**src/rtl/scb_pkg.sv**
```systemverilog
package scb_pkg;
  typedef enum logic [1:0] {
    NXT_HOLD  = 2'd0,
    NXT_CLEAR = 2'd1,
    NXT_SET   = 2'd2,
    NXT_WIPE  = 2'd3
  } nxt_sel_e;

  function automatic nxt_sel_e pick_next(input logic wipe, input logic set, input logic clr);
    if (wipe)      return NXT_WIPE;
    else if (set)  return NXT_SET;
    else if (clr)  return NXT_CLEAR;
    else           return NXT_HOLD;
  endfunction
endpackage

```
**src/rtl/scb_idx_decode.sv**
```systemverilog
module scb_idx_decode #(
  parameter int NREG      = 32,
  parameter bit SKIP_ZERO = 1'b0,
  localparam int IW       = $clog2(NREG)
) (
  input  logic          en,
  input  logic [IW-1:0] idx,
  output logic [NREG-1:0] hot
);
  for (genvar r = 0; r < NREG; r++) begin : g_dec
    if (SKIP_ZERO && r == 0) begin : g_zero
      assign hot[r] = 1'b0;
    end else begin : g_cmp
      assign hot[r] = en && (idx == IW'(r));
    end
  end
endmodule

```
**src/rtl/scb_clear_merge.sv**
```systemverilog
module scb_clear_merge #(
  parameter int NREG = 32,
  parameter int NCMP = 2,
  localparam int IW  = $clog2(NREG)
) (
  input  logic [NCMP-1:0]    cmp_valid,
  input  logic [NCMP*IW-1:0] cmp_reg,
  output logic [NREG-1:0]    clr_mask
);
  logic [NREG-1:0] port_hot [NCMP];

  for (genvar p = 0; p < NCMP; p++) begin : g_port
    scb_idx_decode #(.NREG(NREG), .SKIP_ZERO(1'b0)) u_dec (
      .en (cmp_valid[p]),
      .idx(cmp_reg[p*IW +: IW]),
      .hot(port_hot[p])
    );
  end

  always_comb begin
    clr_mask = '0;
    for (int p = 0; p < NCMP; p++) clr_mask |= port_hot[p];
  end
endmodule

```
**src/rtl/scb_bit_cell.sv**
```systemverilog
module scb_bit_cell
  import scb_pkg::*;
(
  input  logic clk,
  input  logic rst,
  input  logic wipe,
  input  logic set,
  input  logic clr,
  output logic q
);
  nxt_sel_e sel;
  assign sel = pick_next(wipe, set, clr);

  always_ff @(posedge clk) begin
    if (rst) q <= 1'b0;
    else begin
      unique case (sel)
        NXT_WIPE:  q <= 1'b0;
        NXT_SET:   q <= 1'b1;
        NXT_CLEAR: q <= 1'b0;
        default:   q <= q;
      endcase
    end
  end
endmodule

```
**src/rtl/scb_hazard.sv**
```systemverilog
module scb_hazard #(
  parameter int NREG = 32,
  localparam int IW  = $clog2(NREG)
) (
  input  logic [NREG-1:0] busy_eff,
  input  logic [IW-1:0]   src_a,
  input  logic [IW-1:0]   src_b,
  input  logic [IW-1:0]   dst,
  input  logic            wr,
  output logic            raw_hit,
  output logic            waw_hit
);
  assign raw_hit = busy_eff[src_a] | busy_eff[src_b];
  assign waw_hit = wr & busy_eff[dst];
endmodule

```
**src/rtl/scb_issue_ctrl.sv**
```systemverilog
module scb_issue_ctrl #(
  parameter int NREG = 32,
  parameter int NCMP = 2,
  localparam int IW  = $clog2(NREG)
) (
  input  logic               clk,
  input  logic               rst,
  input  logic               flush,
  input  logic               hd_valid,
  input  logic [IW-1:0]      hd_src_a,
  input  logic [IW-1:0]      hd_src_b,
  input  logic [IW-1:0]      hd_dst,
  input  logic               hd_wr,
  input  logic [NCMP-1:0]    cmp_valid,
  input  logic [NCMP*IW-1:0] cmp_reg,
  output logic               issue_go,
  output logic [NREG-1:0]    resv_bits
);
  logic [NREG-1:0] clr_mask;
  logic [NREG-1:0] set_mask;
  logic [NREG-1:0] busy_eff;
  logic            raw_hit;
  logic            waw_hit;

  scb_clear_merge #(.NREG(NREG), .NCMP(NCMP)) u_clr (
    .cmp_valid(cmp_valid),
    .cmp_reg  (cmp_reg),
    .clr_mask (clr_mask)
  );

  // completions retire before the head is judged
  assign busy_eff = resv_bits & ~clr_mask;

  scb_hazard #(.NREG(NREG)) u_haz (
    .busy_eff(busy_eff),
    .src_a   (hd_src_a),
    .src_b   (hd_src_b),
    .dst     (hd_dst),
    .wr      (hd_wr),
    .raw_hit (raw_hit),
    .waw_hit (waw_hit)
  );

  assign issue_go = hd_valid & ~flush & ~raw_hit & ~waw_hit;

  // register 0 is skipped so it can never be claimed
  scb_idx_decode #(.NREG(NREG), .SKIP_ZERO(1'b1)) u_set (
    .en (issue_go & hd_wr),
    .idx(hd_dst),
    .hot(set_mask)
  );

  for (genvar r = 0; r < NREG; r++) begin : g_cell
    scb_bit_cell u_cell (
      .clk (clk),
      .rst (rst),
      .wipe(flush),
      .set (set_mask[r]),
      .clr (clr_mask[r]),
      .q   (resv_bits[r])
    );
  end
endmodule

```
**config.mk**
```make
export PLATFORM = sky130hd
export DESIGN_NAME = scb_issue_ctrl
export DESIGN_NICKNAME = d
export VERILOG_FILES = /design/src/rtl/scb_pkg.sv /design/src/rtl/scb_idx_decode.sv /design/src/rtl/scb_clear_merge.sv /design/src/rtl/scb_bit_cell.sv /design/src/rtl/scb_hazard.sv /design/src/rtl/scb_issue_ctrl.sv
export SDC_FILE = /design/constraint.sdc
export NUM_CORES = 1
export LEC_CHECK = 0
export ABC_AREA = 1
export CORE_MARGIN = 10
export CORE_UTILIZATION = 40
export CTS_CLUSTER_SIZE = 28
export DETAILED_ROUTE_END_ITERATION = 10
export GPL_TIMING_DRIVEN = 0
export PLACE_DENSITY = 0.59
export SLEW_MARGIN = 20
export SYNTH_ARGS = -nofsm -noshare
export SYNTH_HDL_FRONTEND = slang
export SYNTH_HIERARCHICAL = 1
export SYNTH_SLANG_ARGS = --single-unit
```
**constraint.sdc**
```tcl
create_clock -name clk -period 4.91 [get_ports clk]
set_input_delay 0.982 -clock clk [delete_from_list [all_inputs] [get_ports clk]]
set_output_delay 0.982 -clock clk [all_outputs]
set_load 0.03 [all_outputs]
```
* Word level (Yosys, flattened, before mapping) *
Cells that the tools add are included.
Widths: inputs -> output; s select.

operators by class
  add/sub/neg operators = 0
  multiply operators = 0
  divide/modulo/power cells = 0
  $lt $le $gt $ge = 3
  equal/unequal tests = 189
  shift-type cells = 0
  mux-type cells = 133
  bitwise logic cells = 12
  reductions and logical operators = 161

operators by type and width
  operator            count
  $eq 5x5->1 const B  48
  $eq 2x2->1 const B  64
  $mux 2              63
  $eq 5x4->1 const B  24
  $logic_and 1x1->1   95
  $eq 2x1->1 const B  32
  $pmux 1 s2          32
  $reduce_bool 2->1   32
  $reduce_or 2->1     32
  $eq 5x3->1 const B  12
  $mux 1              35
  $and 32x32->32      1
  $not 32->32         1
  $or 32x32->32       1
  $eq 5x2->1 const B  6
  $lt 5x6->1 const B  3
  $bmux 1 s5          3
  $eq 5x1->1 const B  3
  $logic_not 5->1     2
  $and 1x1->1         5
  $not 1->1           3
  $or 1x1->1          1

storage, ports and cells
  bits in registers = 32
  latch bits = 0
  bits in writable memories = 0
  ROM bits = 0
  input bits = 32
  output and inout port bits = 33
  memories = 0

* Longest topological paths before layout *
  depth after elaboration = 18
  mapped depth = 23
  depth with buffers taken out = 22

* Modules after synthesis *
The synthesis kept the hierarchy.

modules (own cells, without submodules)
  module                                       times used  cells an instance  area an instance (um^2)  sequential area each (um^2)
  scb_bit_cell                                 32          8                  51.3                     20.0
  scb_hazard                                   1           245                1124.8                   0.0
  scb_idx_decode at u_clr.g_port[0].u_dec ...  2           67                 266.5                    0.0
  scb_clear_merge                              1           96                 360.3                    0.0
  scb_idx_decode at u_set                      1           68                 280.3                    0.0
  scb_issue_ctrl                               1           71                 271.5                    0.0

* Worst setup path after synthesis *
Ideal clock, no wire load.

  path kind = in2out
  from = in cmp_reg[4]
  to = out issue_go
  arrival time = 2388 ps
  required time = 3928 ps
  setup slack = 1540 ps
  cell stages on the path = 16
  cell sequence = inv_1 > nand2_1 > buf_4 > nor2_1 > inv_1 > nand2_1 > nor2_1 > a21oi_2 > o21ai_1 > a21oi_1 > nor2_1 > nor2_1 > nor2_1 > nor2_1 > nand2_1 > inv_1

RTL lines
  what             line                  RTL
  start, declared  scb_issue_ctrl.sv:15  input logic [NCMP*IW-1:0] cmp_reg,
  end, declared    scb_issue_ctrl.sv:16  output logic issue_go,

==> impl_results.md <==
- Status: completed
- Die height: 123 um
- Yosys reg bits: 32
- Reg with most FFs: g_cell.u_cell/q
- Crit Reg-Reg Endpoint: g_cell[18].u_cell/q$_SDFFE_PP0P_
- Synth Area in Simple Gates: 48.2%
- Ys async rst share: 0%
- Die X: 123 um
- CTS root buffer: clkbuf_8
- Gpl congestion: 0.939
- Post-layout nets: 970
- Worst setup EP type: primary output
- Final Hold Fails: 0
- Post-route clock period utilization: 93.0%
- Register area share after synthesis: 15.2%
- CTS buffer count: 5
- Area leader, netlist: nand2_1
- FF-to-FF Start: g_cell[29].u_cell/q$_SDFFE_PP0P_
- Area Overhead vs Synth: 21.5%
- Kind of critical path: primary input to primary output
- Required @ worst endpoint: 3.93 ns
- R2R depth: 18
- Leakage: 2.36 nW
- Top post-synthesis cells by area: nand2_1, inv_1, dfxtp_1, nor2_1, nand3_1
- Gr usage total: approximately a fifth
- Largest registers: g_cell.u_cell/q (32)
- Synthesized instance count: 870
- Synth cell types: 20
- F_max: 219 MHz
- Setup violators final: 0
- Crit Path Max Fanout: 10
- Number of global-route vias before repair: 4509
- Largest net degree at the start of global routing: 34
- GRT met3 Usage: under 10%
- Least-Margin Pin Slew: 0.700 ns
- # clock sinks: 32
- R2r setup slk: 2.31 ns
- Port bufs: 61
- HPWL Detailed: 12000 um
- Hold buffer count at CTS: 0
- Minimum clock period: between 4 and 5 ns
- Worst Clk Skew: between 0.01 and 0.015 ns
- Most Used Layer, Global Route: met2
- Synth top area share: around a quarter
- Pins Over Slew Limit: 0
- Residual DRC: 0
- Synth Area in Compound Gates: 7.58%
- Global-route wire length before repair: 24200 um
- Antenna violations before repair: 0
- DRT iter0 DRCs: around 460
- Clk_lat worst skew: 0.31 ns
- Arrival time at the worst endpoint: 3.58 ns
- Ports: 65
- Post-CTS Resized: 7
- DR pass1 iterations: 5
- Mux contribution to synthesized area: 0%
- Startpoint types: primary input
- Met1 Resource Use GR: 26.8%
- Mapped Nets: around 900
- Drt via density: approximately 4.5
- Core area: 0.0103 mm^2
- Most used DFF post-synth: dfxtp_1
- Max reg flops: 32
- Row count: 37
- Maximum vdd drop: 0.0000890 V
- Starting density of the core: 41.0%
- Setup TNS: 0 ns
- Die area: 0.0150 mm^2
- Hold wc startpoint: g_cell[29].u_cell/q$_SDFFE_PP0P_
- Largest family of logic cells by synthesized area: simple AND/OR/NAND/NOR gates
- # diodes: 0
- Vias: 4862
- Syn_area_per_cell: 4.84 um^2
- Worst Hold Path Cells: 2
- Worst slew margin: a little over half
- Worst min-delay path class: register to register
- Synth Area in XOR/XNOR: 0%
- Fraction of layout cells with a size suffix above 1: 9.69%
- Hold endpoint: g_cell[29].u_cell/q$_SDFFE_PP0P_
- Longest Clk Path Bufs: 2
- Number of synthesized flops with an enable pin: 0
- Tot Pwr: around 740 uW
- Adder-Cell Fraction of Synth Area: 0%
- RSZ-0062 raised after global routing: false
- H-tree depth: 2
- Average wire per standard cell: 14.3 um
- Mapped cell area: between 0.004 and 0.005 mm^2
- Drt total wl: roughly 15000 um
- Antenna viol nets, final: 0
- GRT overflow: 0
- YS warnings: 6
- Setup Fix Bufs, Post-CTS: 0
- CTS tree: built
- GR Util met2: 34.2%
- Clk slew on worst S/H paths: 0.09 ns
- Power Density: roughly 140 mW/mm^2
- Max-cap violations: 0
## layer usage
metal / part of all wire (%) / wire length [um] / up-vias
met2: 47 / 7200 / 143
met4: 1.7 / 267 / 0
li1: - / - / 2574
met1: 45 / 6970 / 2130
met3: 6.2 / 950 / 15
met5: 0 / 0 / -
## cell type report
cell class                 count  area [um^2]
fill                        1184         5160
inverter                     273         1040
tap                          136          170
timing repair buffer          61          603
sequential                    32          641
clock inverter                 3         46.3
clock buffer                   5         68.8
buffer                        19          179
multi-input combinational    546         2370
## worst max-delay path: stages
cell and delay (ns):
clkdlybuf4s50_1 0.48, inv_1 0.04, nand2_1 0.21, buf_4 0.24, nor2_1 0.06, inv_1 0.05
nand2_1 0.08, nor2_1 0.38, nand2_1 0.10, nand3_1 0.10, nand3_1 0.07, nand2_1 0.08
nand2_1 0.05, nand3_1 0.07, nand2_1 0.05, nand2_1 0.09, nor2_1 0.07, nand2_1 0.09
inv_1 0.04, dlymetal6s2s_1 0.23
## synthesized netlist by cell type, types with 3 or more instances
library cell,count
nand2_2,4
inv_1,269
buf_4,7
nand2_1,281
dfxtp_1,32
buf_2,3
buf_6,6
o21ai_1,4
nor2_2,14
nand3_1,65
nor2_1,141
a21oi_2,33
## where the power goes
group	internal, mW	switching, mW	leakage, nW
clock	0.153	0.131	0.0548
sequential	0.260	0.000396	0.258
combinational	0.0668	0.124	2.04
total	0.480	0.255	2.36
## placed cells by master, fill, tap and decap left out, types with 2 or more instances in the layout
cell,synthesis,routed
nor2_2,14,21
buf_12,2,2
nand3_1,65,65
buf_2,3,5
nand2_1,281,281
clkdlybuf4s50_1,0,58
nand2_2,4,4
a21oi_2,33,33
dfxtp_1,32,32
a21oi_1,2,2
inv_4,2,2
buf_4,7,7
o21ai_1,4,4
buf_6,6,6
nor2_1,141,134
clkbuf_8,0,5
inv_1,269,269
## per-stage QoR
| step | setup WS (ns) | utilization [%] | cells | hold WS [ns] | area, um^2 |
|---|---|---|---|---|---|
| floorplan | 1.54 | - | 870 | 0.605 | 4210 |
| global placement | -0.0532 | 48.6 | 1067 | 0.471 | 4990 |
| detailed placement | -0.0558 | 48.5 | 1067 | 0.473 | 4980 |
| CTS | 0.0133 | 49.8 | 1075 | 0.490 | 5110 |
| global route | 0.107 | 49.8 | 1075 | 0.505 | 5120 |
| finish | 0.345 | 49.8 | 1075 | 0.482 | 5120 |
## logic make-up (layout without fill, tap and decap cells)
group,count (synthesis),in the layout
other cells,1,1
compound gates,39,39
buf+inv,292,361
flops,32,32
simple gates,506,506
## how the worst max path moves through the flow
stage | from | end | slack [ns] | cells after the start
floorplan | cmp_reg[4] | issue_go | 1.54 | 16
global placement | cmp_valid[1] | issue_go | -0.05 | 19
detailed placement | cmp_valid[0] | issue_go | -0.06 | 19
CTS | cmp_reg[4] | issue_go | 0.01 | 20
global route | cmp_valid[0] | issue_go | 0.11 | 19
finish | cmp_reg[4] | issue_go | 0.35 | 20
No activity file was read; power rests on OpenSTA's default activity.
